[src/rtl/lock_arbiter.sv]
module lock_arbiter #(
  parameter int AW       = 8,
  parameter int DW       = 16,
  parameter int WD_LIMIT = 16
) (
  input  logic            clk,
  input  logic            rst_n,
  input  logic [1:0]      req_i,
  input  logic [1:0]      lock_i,
  input  logic [1:0]      we_i,
  input  logic [1:0]      bad_op_i,
  input  logic [1:0]      abort_i,
  input  logic [1:0]      abort_irq_i,
  input  logic [2*AW-1:0] addr_i,
  input  logic [2*DW-1:0] wdata_i,
  output logic [1:0]      gnt_o,
  output logic [1:0]      done_o,
  output logic [1:0]      err_o,
  output logic [DW-1:0]   rdata_o,
  output logic            locked_o,
  output logic            timeout_o,
  output logic            bus_en_o,
  output logic            bus_we_o,
  output logic [AW-1:0]   bus_addr_o,
  output logic [DW-1:0]   bus_wdata_o,
  input  logic [DW-1:0]   bus_rdata_i
);
  localparam int WDW = (WD_LIMIT > 2) ? $clog2(WD_LIMIT) : 1;

  logic [1:0]    gnt_q;
  logic          bus_q, we_q, fin_q, locked_q, owner_q, rr_q, to_q;
  logic [AW-1:0] addr_q, lk_addr_q;
  logic [DW-1:0] wdata_q;
  logic [WDW-1:0] wd_q;

  logic          busy, sel, s_lock, s_we, s_bad;
  logic [AW-1:0] s_addr;
  logic [DW-1:0] s_wdata;
  logic [1:0]    elig;
  logic          exc_kill, rel_norm, wd_exp, accept, lk_wr_ok, go_bus, take;

  assign busy    = |gnt_q;
  assign elig    = locked_q ? (req_i & (owner_q ? 2'b10 : 2'b01)) : req_i;
  assign sel     = (elig == 2'b11) ? rr_q : elig[1];
  assign s_lock  = lock_i[sel];
  assign s_we    = we_i[sel];
  assign s_bad   = bad_op_i[sel];
  assign s_addr  = sel ? addr_i[2*AW-1:AW] : addr_i[AW-1:0];
  assign s_wdata = sel ? wdata_i[2*DW-1:DW] : wdata_i[DW-1:0];

  assign exc_kill = locked_q & abort_i[owner_q] & ~abort_irq_i[owner_q];
  assign rel_norm = locked_q & busy & fin_q;
  assign wd_exp   = locked_q & (wd_q == WDW'(WD_LIMIT - 1)) & ~rel_norm & ~exc_kill;
  assign accept   = ~busy & (|elig) & ~exc_kill & ~wd_exp;

  assign lk_wr_ok = s_lock & s_we & ~s_bad & (s_addr == lk_addr_q);
  assign go_bus   = locked_q ? lk_wr_ok : (~s_bad & ~(s_lock & s_we));
  assign take     = ~locked_q & ~s_bad & s_lock & ~s_we;

  always_ff @(posedge clk or negedge rst_n) begin
    if (!rst_n) begin
      gnt_q     <= '0;
      bus_q     <= 1'b0;
      we_q      <= 1'b0;
      fin_q     <= 1'b0;
      addr_q    <= '0;
      wdata_q   <= '0;
      rr_q      <= 1'b0;
      locked_q  <= 1'b0;
      owner_q   <= 1'b0;
      lk_addr_q <= '0;
      wd_q      <= '0;
      to_q      <= 1'b0;
    end else begin
      gnt_q <= accept ? (sel ? 2'b10 : 2'b01) : 2'b00;
      if (accept) begin
        bus_q   <= go_bus;
        we_q    <= s_we;
        addr_q  <= s_addr;
        wdata_q <= s_wdata;
        fin_q   <= locked_q;
        rr_q    <= ~sel;
      end
      if (accept && take) begin
        locked_q  <= 1'b1;
        owner_q   <= sel;
        lk_addr_q <= s_addr;
        wd_q      <= '0;
      end else if (rel_norm || exc_kill || wd_exp) begin
        locked_q <= 1'b0;
      end else if (locked_q) begin
        wd_q <= wd_q + WDW'(1);
      end
      if (wd_exp) to_q <= 1'b1;
    end
  end

  assign gnt_o       = gnt_q;
  assign done_o      = gnt_q & {2{bus_q}};
  assign err_o       = gnt_q & {2{~bus_q}};
  assign bus_en_o    = busy & bus_q;
  assign bus_we_o    = bus_en_o & we_q;
  assign bus_addr_o  = addr_q;
  assign bus_wdata_o = wdata_q;
  assign rdata_o     = (bus_en_o && !we_q) ? bus_rdata_i : '0;
  assign locked_o    = locked_q;
  assign timeout_o   = to_q;
endmodule

[config.mk]
export PLATFORM = sky130hd
export DESIGN_NAME = lock_arbiter
export DESIGN_NICKNAME = d
export VERILOG_FILES = /design/src/rtl/lock_arbiter.sv
export SDC_FILE = /design/constraint.sdc
export NUM_CORES = 1
export LEC_CHECK = 0
export BUFFER_PORTS_ARGS = -buffer_cell sky130_fd_sc_hd__buf_2
export CELL_PAD_IN_SITES_DETAIL_PLACEMENT = 1
export CELL_PAD_IN_SITES_GLOBAL_PLACEMENT = 2
export CORE_ASPECT_RATIO = 0.6
export CORE_MARGIN = 2
export CORE_UTILIZATION = 23
export CTS_CLUSTER_DIAMETER = 30
export DETAILED_ROUTE_END_ITERATION = 7
export PLACE_DENSITY_LB_ADDON = 0.1
export SLEW_MARGIN = 20
export SYNTH_ARGS = -nofsm -noshare
export SYNTH_HDL_FRONTEND = slang
export SYNTH_SLANG_ARGS = --single-unit
[constraint.sdc]
create_clock -name clk -period 1.9 [get_ports clk]
set_input_delay 0.38 -clock clk [delete_from_list [all_inputs] [get_ports clk]]
set_output_delay 0.38 -clock clk [all_outputs]
set_load 0.05 [all_outputs]
After elaboration in Yosys (flattened, before gate mapping). Index checks and enable logic that the tools add are counted.

Register bits: 45. Word-level logic and storage cells: 86. Input port bits: 78.

$add $sub $neg: 1. Bitwise operators: 33. Mux-type cells: 24. Equal/unequal tests: 4. Reduce and logical (&&, ||, !) cells: 10. $lt $le $gt $ge: 2.

Operators with widths (count): $mux W16 (2); $and A1 B1 Y1 (19); $mux W1 (14); $mux W4 (3); $not A1 Y1 (11); $eq A8 B8 Y1 (1); $mux W2 (4); $mux W8 (1); $and A2 B2 Y2 (3); $add A4 B1 Y4 const B (1); $eq A4 B4 Y1 const B (1); $lt A1 B2 Y1 const B (2); $reduce_bool A2 Y1 (2); $reduce_or A2 Y1 (2); $eq A2 B2 Y1 const B (1); $logic_and A1 B1 Y1 (2); $logic_or A1 B1 Y1 (2); $ne A2 B2 Y1 const B (1); $reduce_and A2 Y1 (1); $logic_not A1 Y1 (1).

Logic depth before layout (Yosys ltp).
Word-level depth: 14. Depth in mapped cells: 8. Depth with buffers taken out: 7.

Worst setup path before layout. No wires, ideal clock.

Path type: reg2out. From: reg gnt_q[0], in the netlist gnt_o[0]. To: out rdata_o[10]. Cell stages (with the launch flop): 5. Data arrival time: 2.209 ns. Setup slack: -0.689 ns. Path through: dfrtp_1 o21a_1 nor2b_1 clkbuf_1 and2_1.

Word-level cells in the longest chain between the ends: 4.

Ends and longest elaborated chain: start: declaration (line 30) `logic [1:0] gnt_q;`; start signal: assignment (line 75) `gnt_q <= accept ? (sel ? 2'b10 : 2'b01) : 2'b00;`; $reduce_or A2 Y1 (line 42) `assign busy = |gnt_q;`; $and A1 B1 Y1 (line 101) `assign bus_en_o = busy & bus_q;`; net bus_en_o (line 22) `output logic bus_en_o,`; $logic_and A1 B1 Y1 (line 105) `assign rdata_o = (bus_en_o && !we_q) ? bus_rdata_i : '0;`; $mux W16 (line 105); end: declaration (line 19) `output logic [DW-1:0] rdata_o,`.

The timed path passes the listed nets, and every way through them passes these cells.

Worst setup path in the final report.
From: reg gnt_q[0], in the netlist gnt_o[0]. To: out rdata_o[15].

Word-level cells in the longest chain between the ends: 4.

Ends and longest elaborated chain (line): $reduce_or A2 Y1 (42); $and A1 B1 Y1 (101); $logic_and A1 B1 Y1 (105); $mux W16 (105).

No other way between the ends.

==> flow_summary.json <==
{
  "crit_slowest_cell": "dfrtp_2",
  "final_common_cell": "buf_2",
  "vias": 2348,
  "synth_area_sq_mm": 0.002426,
  "ys_seq_area_frac": 0.4642,
  "crit_chain": "o21a_4 > nor2b_4 > buf_6 > and2_4 > buf_6",
  "antenna_found_initial": 0,
  "slew_violations": 0,
  "die-area_sq_mm": 0.01141,
  "met3_length_microns": 554,
  "syn-instance-count": 239,
  "via_per_inst": 4.389,
  "synth-seq-cells": 45,
  "cts_tree": "done",
  "routed.top_layer": "met4",
  "hold_ws_ps": 68.58,
  "area_growth_pct": 71.79,
  "worstSetupEndpoint": "rdata_o[15]",
  "multi_input_area_sq_mm": 0.001460,
  "grt_pass1_wl_microns": 12950,
  "p_leak_nw": 1.990,
  "r2r.worst_path.cells": 8,
  "worst_path_largest_cell_delay_ps": 430,
  "core_area_sq_mm": 0.01005,
  "cts_hold_buf": 0,
  "r2r_start": "owner_q$_DFFE_PN0P_",
  "worst_path_most_repeated_cell": "buf_6",
  "final.fill_count": 1122,
  "layout_worst_path_cycle_share": 0.9966,
  "cts.clk_slew.worst_paths_ps": 70,
  "drt-wirelength-per-cell_microns": 15.54,
  "met2_length_microns": 3558,
  "worstSetupStartpoint": "gnt_o[0]$_DFF_PN0_",
  "dp_hpwl_microns": 6023,
  "cts_buffers": 5,
  "htree_levels": 2,
  "setup_viol": 0,
  "status": "finished, final reports clean",
  "row_count": 28,
  "drv_cap": 0,
  "portBuffers": 127,
  "powerDensity_mw_per_mm2": 1770,
  "max_slew_margin": 0.7276,
  "initial_core_util": 0.2413,
  "yosys_warnings": 0,
  "vdd_ir_drop_max_uv": 654.9,
  "r2r_slack_ps": 6,
  "period_minus_slack_ps": 1894,
  "gp_congestion": 0.8002,
  "cts_sinks": 45,
  "cp.required_ps": 1520,
  "synth_edf_count": 0,
  "antenna_cells": 0,
  "start_kind": "flip-flop",
  "grt_pass1_vias": 2494,
  "grt_usage": 0.1448,
  "crit_arrival_ps": 1510,
  "clock_latency_ps": 290,
  "drt_wl_total_microns": 8314,
  "cts_root_buffer": "clkbuf_16",
  "fmax_ghz": 0.5281,
  "post-route-util": 0.4145,
  "min_path_type": "primary input to async pin",
  "final-hold-violation-count": 0,
  "synthArstFlopShare": 1.000,
  "firstDrtPassIters": 4,
  "die_h_microns": 83.56,
  "seq_area_sq_mm": 0.001131,
  "avgSynthCellArea_sq_um": 10.15,
  "grt_max_degree": 46,
  "synth_top_flop_cell": "dfrtp_1",
  "crit_fanout": 7,
  "gr-total-overflow": 0,
  "ant_nets": 0,
  "final_cell_mix": "buf_2, dfrtp_1, a21oi_1, mux2i_1, buf_4",
  "syn_nets": 318,
  "finClkSkew_ps": 9.404,
  "drcViolationCount": 0,
  "tightest_slew_ps": 405.6,
  "io_pins": 128,
  "critical_path_class": "flip-flop to output port",
  "cts_max_path_buffers": 2,
  "met1_length_microns": 4141,
  "die_w_microns": 136.6,
  "nets": 478,
  "rsz0062_at_grt": "yes",
  "end_kind": "output port",
  "drt-initial-drc-count": 48,
  "synth.distinct_cells": 43,
  "drive_gt1_frac": 0.6025,
  "rr_endpoint": "bus_wdata_o[7]$_DFFE_PN0N_"
}
## layout make-up
cell class	count	area share
Clock buffer	6	0.03092
Clock inverter	2	0.009307
Inverter	5	0.004503
Multi-Input combinational cell	178	0.3503
Sequential cell	45	0.2714
Tap cell	135	0.04053
Timing Repair Buffer	164	0.2930
## worst min-delay path by stage
stage,endpoint,start,cells past startpoint
6_report,bus_addr_o[3]$_DFFE_PN0N_,rst_n,2
2_1_floorplan,bus_addr_o[0]$_DFFE_PN0N_,rst_n,0
3_5_place_dp,bus_addr_o[3]$_DFFE_PN0N_,rst_n,2
4_1_cts,timeout_o$_DFFE_PN0P_,rst_n,2
5_1_grt,timeout_o$_DFFE_PN0P_,rst_n,2
3_3_place_gp,bus_addr_o[3]$_DFFE_PN0N_,rst_n,2
## layer usage
metal  vias to the layer above  global-route usage
li1                       1151                   -
met1                      1115              0.2066
met2                        75              0.2173
met3                         7             0.04068
met4                         0             0.02841
met5                         -                   0
## flip-flops by register name (all words and copies together) (netlist names)
| signal | flops |
|---|---|
| timeout_o | 1 |
| we_q | 1 |
| fin_q | 1 |
| wd_q | 4 |
| locked_o | 1 |
| rr_q | 1 |
| bus_q | 1 |
| bus_addr_o | 8 |
| bus_wdata_o | 16 |
| lk_addr_q | 8 |
| gnt_o | 2 |
| owner_q | 1 |
## Yosys cell counts, drive strengths merged (2+ instances only)
cell	number	share of area
nand2b	2	0.0062
nor2	30	0.046
o21a	2	0.0062
buf	9	0.024
mux2i	27	0.11
nand2	13	0.020
xor2	8	0.029
clkbuf	2	0.0031
nor4	2	0.011
dfrtp	45	0.46
a21oi	28	0.058
nand3	2	0.0041
nand4	2	0.0052
xnor2	6	0.022
o21ai	12	0.031
inv	5	0.0077
nor2b	5	0.013
o2111ai	2	0.014
and2	20	0.052
## critical path: cells and delay by family (launching register included)
kind	cells	cell delay, ps
buf+inv	2	270
simple gates	2	290
flops	1	430
compound gates	1	230
## where the power goes
| group | total, mW | internal (mW) | switching [mW] |
|---|---|---|---|
| combinational | 4.53 | 1.78 | 2.75 |
| clock | 1.01 | 0.626 | 0.380 |
| sequential | 1.85 | 1.42 | 0.422 |
| total | 7.38 | 3.83 | 3.55 |
## logic make-up after synthesis
| logic type | Yosys count | synth area share |
|---|---|---|
| simple gates | 81 | 0.1759 |
| compound gates | 54 | 0.1532 |
| flops | 45 | 0.4642 |
| mux | 28 | 0.1160 |
| buf+inv | 16 | 0.03507 |
| xor+xnor | 14 | 0.05054 |
| fa+ha+maj | 1 | 0.005156 |
## timing repair
item	4_1_cts	5_1_grt
cloned	3	1
endpoints found under the setup margin	32	51
pin swaps	8	24
buffers inserted	10	2
resized for setup	76	47
## metrics by stage
step	instance area, sq um	setup TNS (ps)	setup WS (ps)	total power [mW]	cells
floorplan	2472	-125.8	-28.28	4.387	239
global placement	3437	-46.55	-40.59	5.517	514
detailed placement	3437	-647.7	-104.6	5.554	514
CTS	3964	-565.7	-45.72	7.197	534
global route	4168	-1455	-85.83	7.857	535
finish	4168	0	6.422	7.378	535
Power figures use the tool's default switching activity.
